[src/rtl/die_pair_pkg.sv]
package die_pair_pkg;

  typedef enum logic [2:0] {
    ST_IDLE,
    ST_TSCAN,
    ST_TPICK,
    ST_CSCAN,
    ST_EMIT,
    ST_DONE
  } pairState_t;

  typedef struct packed {
    logic clrUsed;
    logic clrScan;
    logic stepScan;
    logic mateMode;
    logic latchTgt;
    logic emit;
  } ctlStrobes_t;

endpackage

[src/rtl/die_pair_ctrl.sv]
module die_pair_ctrl
  import die_pair_pkg::*;
(
  input  logic        clk,
  input  logic        rstN,
  input  logic        start,
  input  logic        scanLast,
  input  logic        anyFree,
  output ctlStrobes_t stb,
  output logic        busy,
  output logic        done
);

  pairState_t state, nextState;

  always_ff @(posedge clk or negedge rstN) begin
    if (!rstN) state <= ST_IDLE;
    else       state <= nextState;
  end

  always_comb begin
    stb       = '0;
    nextState = state;
    unique case (state)
      ST_IDLE, ST_DONE: begin
        if (start) begin
          stb.clrUsed = 1'b1;
          stb.clrScan = 1'b1;
          nextState   = ST_TSCAN;
        end
      end
      ST_TSCAN: begin
        stb.stepScan = 1'b1;
        if (scanLast) nextState = ST_TPICK;
      end
      ST_TPICK: begin
        if (!anyFree) begin
          nextState = ST_DONE;
        end else begin
          stb.latchTgt = 1'b1;
          stb.clrScan  = 1'b1;
          nextState    = ST_CSCAN;
        end
      end
      ST_CSCAN: begin
        stb.stepScan = 1'b1;
        stb.mateMode = 1'b1;
        if (scanLast) nextState = ST_EMIT;
      end
      ST_EMIT: begin
        stb.emit    = 1'b1;
        stb.clrScan = 1'b1;
        nextState   = ST_TSCAN;
      end
      default: nextState = ST_IDLE;
    endcase
  end

  assign busy = (state != ST_IDLE) && (state != ST_DONE);
  assign done = (state == ST_DONE);

  // done is only reachable once the datapath has no free die left
  a_r7_done_exhausted: assert property (@(posedge clk) disable iff (!rstN)
    done |-> !anyFree);

  // leaving reset the engine is idle until start
  a_r9_idle_until_start: assert property (@(posedge clk) disable iff (!rstN)
    ($rose(busy)) |-> $past(start));

endmodule

[src/rtl/die_pair_dpath.sv]
module die_pair_dpath
  import die_pair_pkg::*;
#(
  parameter int NUM_DIES   = 8,
  parameter int ST_W       = 4,
  parameter int SCF_W      = 3,
  parameter int SPARE_ROWS = 1,
  parameter int SPARE_COLS = 2,
  localparam int ID_W      = (NUM_DIES > 1) ? $clog2(NUM_DIES) : 1
) (
  input  logic                   clk,
  input  logic                   rstN,
  input  ctlStrobes_t            stb,
  input  logic                   loadWr,
  input  logic [ID_W-1:0]        loadIdx,
  input  logic signed [ST_W-1:0] loadRow,
  input  logic signed [ST_W-1:0] loadCol,
  input  logic [SCF_W-1:0]       loadScf,
  output logic                   scanLast,
  output logic                   anyFree,
  output logic                   pairValid,
  output logic [ID_W-1:0]        pairTarget,
  output logic [ID_W-1:0]        pairMate,
  output logic                   pairNoMatch
);

  localparam int CW  = ST_W + SCF_W + 3;
  localparam int KW  = ST_W + 1;
  localparam logic [ID_W-1:0] LAST_IDX = ID_W'(NUM_DIES - 1);
  localparam logic signed [CW-1:0] RS_C = CW'(SPARE_ROWS);
  localparam logic signed [CW-1:0] CS_C = CW'(SPARE_COLS);

  logic signed [ST_W-1:0] rowSt [NUM_DIES];
  logic signed [ST_W-1:0] colSt [NUM_DIES];
  logic [SCF_W-1:0]       scfCnt [NUM_DIES];
  logic [NUM_DIES-1:0]    usedVec;

  logic [ID_W-1:0]        scanIdx;
  logic [ID_W-1:0]        bestIdx;
  logic signed [KW-1:0]   bestKey;
  logic                   bestFound;

  logic signed [CW-1:0]   tRow, tCol, tScf;

  // table storage
  always_ff @(posedge clk or negedge rstN) begin
    if (!rstN) begin
      for (int i = 0; i < NUM_DIES; i++) begin
        rowSt[i]  <= '0;
        colSt[i]  <= '0;
        scfCnt[i] <= '0;
      end
    end else if (loadWr) begin
      rowSt[loadIdx]  <= loadRow;
      colSt[loadIdx]  <= loadCol;
      scfCnt[loadIdx] <= loadScf;
    end
  end

  // per-entry used flags
  for (genvar g = 0; g < NUM_DIES; g++) begin : g_used
    always_ff @(posedge clk or negedge rstN) begin
      if (!rstN)
        usedVec[g] <= 1'b0;
      else if (stb.clrUsed)
        usedVec[g] <= 1'b0;
      else if ((stb.latchTgt || (stb.emit && bestFound)) && bestIdx == ID_W'(g))
        usedVec[g] <= 1'b1;
    end
  end

  assign anyFree  = |(~usedVec);
  assign scanLast = (scanIdx == LAST_IDX);

  // candidate evaluation at the scan pointer
  logic signed [CW-1:0] cRow, cCol, cScf, cSum;
  logic signed [KW-1:0] cKey;
  logic rowOk, colOk, sumOk, candOk;

  always_comb begin
    cRow  = CW'(rowSt[scanIdx]);
    cCol  = CW'(colSt[scanIdx]);
    cScf  = CW'(scfCnt[scanIdx]);
    cSum  = cRow + cCol;
    cKey  = KW'(rowSt[scanIdx]) + KW'(colSt[scanIdx]);
    rowOk = (cRow >= -tRow) && (cRow <= RS_C);
    colOk = (cCol >= -tCol) && (cCol <= CS_C);
    sumOk = (cSum >= (tScf + cScf - tRow - tCol)) && (cSum <= RS_C + CS_C);
    candOk = !usedVec[scanIdx] && (!stb.mateMode || (rowOk && colOk && sumOk));
  end

  // scan pointer and best-so-far tracking
  always_ff @(posedge clk or negedge rstN) begin
    if (!rstN) begin
      scanIdx   <= '0;
      bestIdx   <= '0;
      bestKey   <= '0;
      bestFound <= 1'b0;
    end else if (stb.clrScan) begin
      scanIdx   <= '0;
      bestFound <= 1'b0;
    end else if (stb.stepScan) begin
      scanIdx <= scanIdx + ID_W'(1);
      if (candOk && (!bestFound || cKey < bestKey)) begin
        bestIdx   <= scanIdx;
        bestKey   <= cKey;
        bestFound <= 1'b1;
      end
    end
  end

  // target latch
  always_ff @(posedge clk or negedge rstN) begin
    if (!rstN) begin
      tRow       <= '0;
      tCol       <= '0;
      tScf       <= '0;
      pairTarget <= '0;
    end else if (stb.latchTgt) begin
      tRow       <= CW'(rowSt[bestIdx]);
      tCol       <= CW'(colSt[bestIdx]);
      tScf       <= CW'(scfCnt[bestIdx]);
      pairTarget <= bestIdx;
    end
  end

  // report
  always_ff @(posedge clk or negedge rstN) begin
    if (!rstN) begin
      pairValid   <= 1'b0;
      pairMate    <= '0;
      pairNoMatch <= 1'b0;
    end else begin
      pairValid <= stb.emit;
      if (stb.emit) begin
        pairMate    <= bestFound ? bestIdx : '0;
        pairNoMatch <= !bestFound;
      end
    end
  end

  // report strobe lasts one cycle
  a_r10_single_strobe: assert property (@(posedge clk) disable iff (!rstN)
    pairValid |=> !pairValid);

  // a reported target is already consumed
  a_r5_target_used: assert property (@(posedge clk) disable iff (!rstN)
    pairValid |-> usedVec[pairTarget]);

  // a reported partner is consumed and distinct from the target
  a_r6_mate_used: assert property (@(posedge clk) disable iff (!rstN)
    (pairValid && !pairNoMatch) |-> (usedVec[pairMate] && pairMate != pairTarget));

  // reported partner row balance lies inside the row window
  a_r1_row_window: assert property (@(posedge clk) disable iff (!rstN)
    (pairValid && !pairNoMatch) |->
      (CW'(rowSt[pairMate]) >= -CW'(rowSt[pairTarget]) && CW'(rowSt[pairMate]) <= RS_C));

  // a target is only latched when the target scan found a free die
  a_r4_target_found: assert property (@(posedge clk) disable iff (!rstN)
    stb.latchTgt |-> bestFound);

endmodule

[src/rtl/die_pair_engine.sv]
module die_pair_engine
  import die_pair_pkg::*;
#(
  parameter int NUM_DIES   = 8,
  parameter int ST_W       = 4,
  parameter int SCF_W      = 3,
  parameter int SPARE_ROWS = 1,
  parameter int SPARE_COLS = 2,
  localparam int ID_W      = (NUM_DIES > 1) ? $clog2(NUM_DIES) : 1
) (
  input  logic                   clk,
  input  logic                   rstN,
  input  logic                   loadEn,
  input  logic [ID_W-1:0]        loadIdx,
  input  logic signed [ST_W-1:0] loadRow,
  input  logic signed [ST_W-1:0] loadCol,
  input  logic [SCF_W-1:0]       loadScf,
  input  logic                   start,
  output logic                   busy,
  output logic                   done,
  output logic                   pairValid,
  output logic [ID_W-1:0]        pairTarget,
  output logic [ID_W-1:0]        pairMate,
  output logic                   pairNoMatch
);

  ctlStrobes_t stb;
  logic scanLast, anyFree;

  die_pair_ctrl u_ctrl (
    .clk      (clk),
    .rstN     (rstN),
    .start    (start),
    .scanLast (scanLast),
    .anyFree  (anyFree),
    .stb      (stb),
    .busy     (busy),
    .done     (done)
  );

  die_pair_dpath #(
    .NUM_DIES   (NUM_DIES),
    .ST_W       (ST_W),
    .SCF_W      (SCF_W),
    .SPARE_ROWS (SPARE_ROWS),
    .SPARE_COLS (SPARE_COLS)
  ) u_dpath (
    .clk         (clk),
    .rstN        (rstN),
    .stb         (stb),
    .loadWr      (loadEn && !busy),
    .loadIdx     (loadIdx),
    .loadRow     (loadRow),
    .loadCol     (loadCol),
    .loadScf     (loadScf),
    .scanLast    (scanLast),
    .anyFree     (anyFree),
    .pairValid   (pairValid),
    .pairTarget  (pairTarget),
    .pairMate    (pairMate),
    .pairNoMatch (pairNoMatch)
  );

endmodule

[config.mk]
export PLATFORM = sky130hd
export DESIGN_NAME = die_pair_engine
export DESIGN_NICKNAME = d
export VERILOG_FILES = /design/src/rtl/die_pair_pkg.sv /design/src/rtl/die_pair_ctrl.sv /design/src/rtl/die_pair_dpath.sv /design/src/rtl/die_pair_engine.sv
export SDC_FILE = /design/constraint.sdc
export NUM_CORES = 1
export LEC_CHECK = 0
export ABC_AREA = 1
export BUFFER_PORTS_ARGS = -buffer_cell sky130_fd_sc_hd__buf_2
export CAP_MARGIN = 20
export CELL_PAD_IN_SITES_DETAIL_PLACEMENT = 1
export CELL_PAD_IN_SITES_GLOBAL_PLACEMENT = 1
export CORE_ASPECT_RATIO = 0.6
export CORE_MARGIN = 2
export CORE_UTILIZATION = 30
export CTS_BUF_LIST = sky130_fd_sc_hd__clkbuf_4 sky130_fd_sc_hd__clkbuf_8
export DETAILED_ROUTE_END_ITERATION = 10
export PLACE_DENSITY = 0.63
export SLEW_MARGIN = 5
export SYNTH_ARGS = -nofsm -noshare
export SYNTH_HDL_FRONTEND = slang
export SYNTH_HIERARCHICAL = 1
export SYNTH_SLANG_ARGS = --single-unit
[constraint.sdc]
create_clock -name clk -period 5.1 [get_ports clk]
set_input_delay 0.765 -clock clk [delete_from_list [all_inputs] [get_ports clk]]
set_output_delay 0.765 -clock clk [all_outputs]
set_load 0.02 [all_outputs]
# Word-level counts from Yosys, hierarchy flattened
# Cells that the tools add are included.
# word_totals
regBits	130
inputBits	18
output_inout_bits	10
# op_classes
addsub	8
n_lt_le_gt_ge	12
eq_ne	17
muxes	62
bitwise	5
n_reduce_logical	45
# op_table
cell	count
bitwise mux 32 bit	2
binary-select mux 4 bit (select 3 bit)	4
two-way mux 3 bit	12
two-way mux 4 bit	9
two-way mux 1 bit	26
bitwise mux 24 bit	1
equality test 3 bit (second input constant)	7
>= comparator 4 x 10 -> 1 bit	2
negator 4 -> 10 bit	2
nonzero test 2 bit	10
logical AND 1 bit	19
binary-select mux 3 bit (select 3 bit)	2
case mux 3 bit (5 select lines)	1
demux 4 bit (select 3 bit)	1
equality test 3 x 2 -> 1 bit (second input constant)	4
>= comparator 4 bit (second input constant)	3
NOT 3 -> 4 bit	3
adder 4 x 4 -> 5 bit	2
>= comparator 10 bit	1
<= comparator 10 x 3 -> 1 bit (second input constant)	1
subtractor 10 x 4 -> 10 bit	1
demux 3 bit (select 3 bit)	1
NOT 8 bit	1
OR reduction 8 bit	1
other kinds (22)	33

# Depth between registers and ports, before layout
# logic_depth
depth_word	16
ltp_mapped	36
mapped_depth_nobuf	31

# By module
# Netlist, hierarchy kept.
# modules_own_cells
mod	n_inst	cells_each	area_each_um2	seq_area_each_um2
die_pair_dpath	1	1002	7671.1	3178.0
die_pair_ctrl	1	45	290.3	75.1
die_pair_engine	1	2	10.0	0.0

# Worst setup path before layout
# OpenSTA, ideal clock, no wires.
# synth_timing
path_type	reg2reg
startpoint	register u_dpath.scanIdx[0]
endpoint	register u_dpath.bestIdx[2]
setup_ns	0.117
t_arrival_ns	4.835
required_ns	4.983
slack_ns	0.148
path_stages_with_launch	35
n_path_buf	5
period_less_slack_ns	4.952
cell_sequence	dfrtp_1 -> buf_6 -> inv_2 -> buf_6 -> buf_8 -> buf_8 -> clkbuf_1 -> o21ai_0 -> o22ai_1 -> nor2_1 -> a31oi_1 -> ha_1 -> inv_1 -> fa_1 -> xnor2_1 -> fa_1 -> ha_1 -> nand2_1 -> nor2_1 -> a211oi_1 -> o21ai_0 -> xor2_1 -> ha_1 -> nand2_1 -> o21a_1 -> nand2_1 -> nand2_1 -> nand2_1 -> nor2_1 -> nor2_1 -> nand2_2 -> nand2_4 -> nand2_4 -> nand2_1 -> nand2_1
# synth_via
elab_chain_len	14
# synth_lines
item	line	rtl
start: declaration	die_pair_dpath.sv:38	logic [ID_W-1:0] scanIdx;
start signal: assignment	die_pair_dpath.sv:103	scanIdx <= scanIdx + ID_W'(1);
NOT 3 -> 4 bit (implied by the code)	n/a	
binary-select mux 3 bit (select 3 bit)	die_pair_dpath.sv:83	cScf = CW'(scfCnt[scanIdx]);
two-way mux 3 bit (implied by the code) (2 in a row)	die_pair_dpath.sv:83	
adder 3 x 3 -> 4 bit	die_pair_dpath.sv:88	sumOk = (cSum >= (tScf + cScf - tRow - tCol)) && (cSum <= RS_C + CS_C);
subtractor 5 x 4 -> 6 bit	die_pair_dpath.sv:88	
subtractor 10 x 4 -> 10 bit	die_pair_dpath.sv:88	
>= comparator 10 bit	die_pair_dpath.sv:88	
logical AND 1 bit	die_pair_dpath.sv:88	
logical AND 1 bit	die_pair_dpath.sv:89	candOk = !usedVec[scanIdx] && (!stb.mateMode || (rowOk && colOk && sumOk));
logical OR 1 bit	die_pair_dpath.sv:89	
logical AND 1 bit	die_pair_dpath.sv:89	
logical AND 1 bit *	die_pair_dpath.sv:104	if (candOk && (!bestFound || cKey < bestKey)) begin
AND reduction 3 bit (no line) *	n/a	
end signal: assignment	die_pair_dpath.sv:105	bestIdx <= scanIdx;
end: declaration	die_pair_dpath.sv:39	logic [ID_W-1:0] bestIdx;
# Every way passes the cells marked *; elsewhere a longest branch is shown, timed or not. The select of a mux whose other input is x is not followed.
# A chain may end at the register's enable or synchronous reset.

# Final worst setup path
# layout_timing
startpoint	register u_dpath.scanIdx[0]
endpoint	register u_dpath.bestKey[3]
# layout_via
elab_chain_len	14
# layout_lines
item	line	rtl
NOT 3 -> 4 bit (implied by the code)	n/a	
binary-select mux 3 bit (select 3 bit)	die_pair_dpath.sv:83	
two-way mux 3 bit (implied by the code) (2 in a row)	die_pair_dpath.sv:83	
adder 3 x 3 -> 4 bit	die_pair_dpath.sv:88	
subtractor 5 x 4 -> 6 bit	die_pair_dpath.sv:88	
subtractor 10 x 4 -> 10 bit	die_pair_dpath.sv:88	
>= comparator 10 bit	die_pair_dpath.sv:88	
logical AND 1 bit	die_pair_dpath.sv:88	
logical AND 1 bit	die_pair_dpath.sv:89	
logical OR 1 bit	die_pair_dpath.sv:89	
logical AND 1 bit	die_pair_dpath.sv:89	
logical AND 1 bit	die_pair_dpath.sv:104	
AND reduction 3 bit (no line)	n/a	
end signal: assignment	die_pair_dpath.sv:106	bestKey <= cKey;
end: declaration	die_pair_dpath.sv:40	logic signed [KW-1:0] bestKey;
# Several ways; a longest one is shown, not always the timed one. The select of a mux whose other input is x is not followed.

==> qor.yml <==
floorplanning:
  ios: 28
  start_util: 0.304
  die_area_mm2: 0.0279
  rows: 46
  coreArea_mm2: 0.0262
  die_x_um: 214
  die_h_um: 130
worst_hold_path:
  hold_class: "in -> async"
synthesis:
  async_reset_ff_frac: 1.00
  synth_ff_type: "dfrtp_1"
  yosysWarnings: 6
  syn_area_mm2: 0.00797
  syn_inst: 1049
  ys_types: 44
  postSynthAreaPerCell_um2: 7.60
  ys_ff_latch: 130
  ys_top_cells_by_area: "dfrtp_1 (41%), nand2_1 (14%), o21ai_0 (8.1%), ha_1 (7.7%), inv_1 (5.7%)"
  synth_nets: 1123
  synth_top_area_frac: 0.408
  ys_seq_area_frac: 0.408
  synth_commonest_cells: "nand2_1 (293), dfrtp_1 (130), o21ai_0 (129)"
  yosysTopAreaCell: "dfrtp_1"
  synth_edf_count: 0
  yosys.cell_count.top_type: "nand2_1"
run:
  max_cap_viol_count: 0
placed_design:
  place_ws_ns: 0.101
  place.gp.congestion: 0.850
  dp_hpwl_um: 19500
  io_buffers: 27
setup_path:
  critPathTopFamily: "compound AO/OA/AOI/OAI gates"
  cpPeakStageDelay_ns: 0.45
  required_ns: 5.47
  end_kind: "flop"
  cp_max_fo: 15
  arrival_ns: 5.08
  start_kind: "flop"
  critPathKind: "reg -> reg"
  cpMostUsedCell: "nand2_1"
  crit_slowest_cell: "fa_1"
  critical_path_buf_inv_count: 2
detailed_routing:
  vias_per_cell: 5.03
  drc: 0
  dr_wl_met2_um: 10700
  highest_layer: "met4"
  ant_nets: 0
  first_iter_violations: 615
  wl_met1_um: 15100
  route.vias.total: 7248
  dr.pass1.iters: 5
  wl_met3_um: 1330
  wirelength_um: 27400
  routedWlPerCell_um: 19.0
grt:
  grt_pass1_vias: 7333
  grt-ovfl-total: 0
  antenna_found_initial: 0
  track_usage: 0.206
  grt_max_degree: 89
  grt_pass1_wl_um: 43500
cts:
  clk_path_buf_depth: 2
  path_clk_slew_ns: 0.08
  clk_latency_ns: 0.48
  htree_levels: 4
  cts_sinks: 130
  numCtsBuffers: 17
  clock-root-buffer: "clkbuf_8"
  cts_tree: "built"
final_layout:
  drive_above_1_share: 0.0972
  post-route-util: 0.342
  syn2layout_area_growth_pct: 12.6
  multiInputGateArea_mm2: 0.00404
  num-nets-final: 1142
  n_antenna_cell: 0
  area.sequential_mm2: 0.00325
  fillers: 3273
sta:
  worst_pin_slew_ns: 0.967
  slew_headroom: 0.354
  hold_viol: 0
  timing.fmax_ghz: 0.212
  fin_ws_ns: 0.391
  min_period_over_period: 0.923
  tns_ns: 0
  finClkSkew_ns: 0.0153
  finalMaxSlewViolations: 0
  min_period_ns: 4.71
  setup_viol: 0
outcome:
  status: "finished clean"
==> cells in the final DEF, fill, tap and decap left out, types with 6 or more instances in the layout <==
master    count
nor2_1       81
ha_1         48
o22ai_1       6
nand3_1      53
nand2_1     293
buf_2        26
dfrtp_1     129
clkbuf_8     20
o221ai_1      7
nand4_1      11
a21oi_1      27
o21ai_0     129
fa_1          7
inv_1       119
a22oi_1      25
buf_4        19
nor2_2        6
==> what timing repair did <==
item / in CTS / in global routing
gates resized for setup: 0 / 9
hold endpoints to repair: 0 / 0
setup endpoints to repair: 0 / 9
hold buffers: 0 / 0
setup buffers: 0 / 2
==> cell type report <==
type / instances / area share
flip-flops and latches: 130 / 0.363
clock inverters: 10 / 0.0174
repair buffers: 47 / 0.0347
inverters: 126 / 0.0532
well taps: 360 / 0.0502
multi-input cells: 746 / 0.450
clock buffers: 21 / 0.0315
==> logic make-up after synthesis <==
kind of cell,count (synthesis),share of synthesized area
AO/OA/AOI/OAI,221,0.161
XOR/XNOR,8,0.00879
adder cells (fa/ha/maj),56,0.0945
buffers and inverters,173,0.0892
flip-flops,130,0.408
AND/OR/NAND/NOR,461,0.238
==> metal layers <==
metal	track usage	up-vias
met1	0.316	3616
met2	0.288	143
met5	0	-
li1	-	3464
met3	0.0452	25
met4	0.0507	0
==> sequential cells by signal, indices dropped and copies added, names as in the netlist <==
signal               flops
u_ctrl/state             3
u_dpath/bestFound        1
u_dpath/bestIdx          3
u_dpath/bestKey          5
u_dpath/colSt           32
u_dpath/pairMate         3
u_dpath/pairNoMatch      1
u_dpath/pairTarget       3
u_dpath/pairValid        1
u_dpath/rowSt           32
u_dpath/scanIdx          3
u_dpath/scfCnt          24
u_dpath/tCol             4
u_dpath/tRow             4
u_dpath/tScf             3
u_dpath/usedVec          8
==> final timing paths <==
check / start / end / slack [ns] / cells past startpoint
worst max-delay path: u_dpath/scanIdx[0]$_DFFE_PN0P_ / u_dpath/bestKey[3]$_DFFE_PN0P_ / 0.39 / 29
worst min-delay path: rstN / u_dpath/rowSt[17]$_DFFE_PN0P_ / 0.37 / 1
worst max register to register: u_dpath/scanIdx[0]$_DFFE_PN0P_ / u_dpath/bestKey[3]$_DFFE_PN0P_ / 0.39 / 29
worst min register to register: u_dpath/bestKey[2]$_DFFE_PN0P_ / u_dpath/bestKey[2]$_DFFE_PN0P_ / 0.49 / 2
max in group asynchronous: rstN / u_dpath/scfCnt[18]$_DFFE_PN0P_ / 3.57 / 2
min in group clk: u_dpath/bestKey[2]$_DFFE_PN0P_ / u_dpath/bestKey[2]$_DFFE_PN0P_ / 0.49 / 2
==> metrics by stage <==
stage	instances	hold slack (ns)	instance area (um2)
finish	1440	0.371	8980
global route	1440	0.423	8980
CTS	1437	0.385	8900
detailed placement	1406	0.473	8460
global placement	1406	0.465	8460
floorplan	1049	0.442	7970
Power is left out: the tool's default activity adds up to more than one toggle a clock period on the data nets, which glitch-free logic cannot reach.
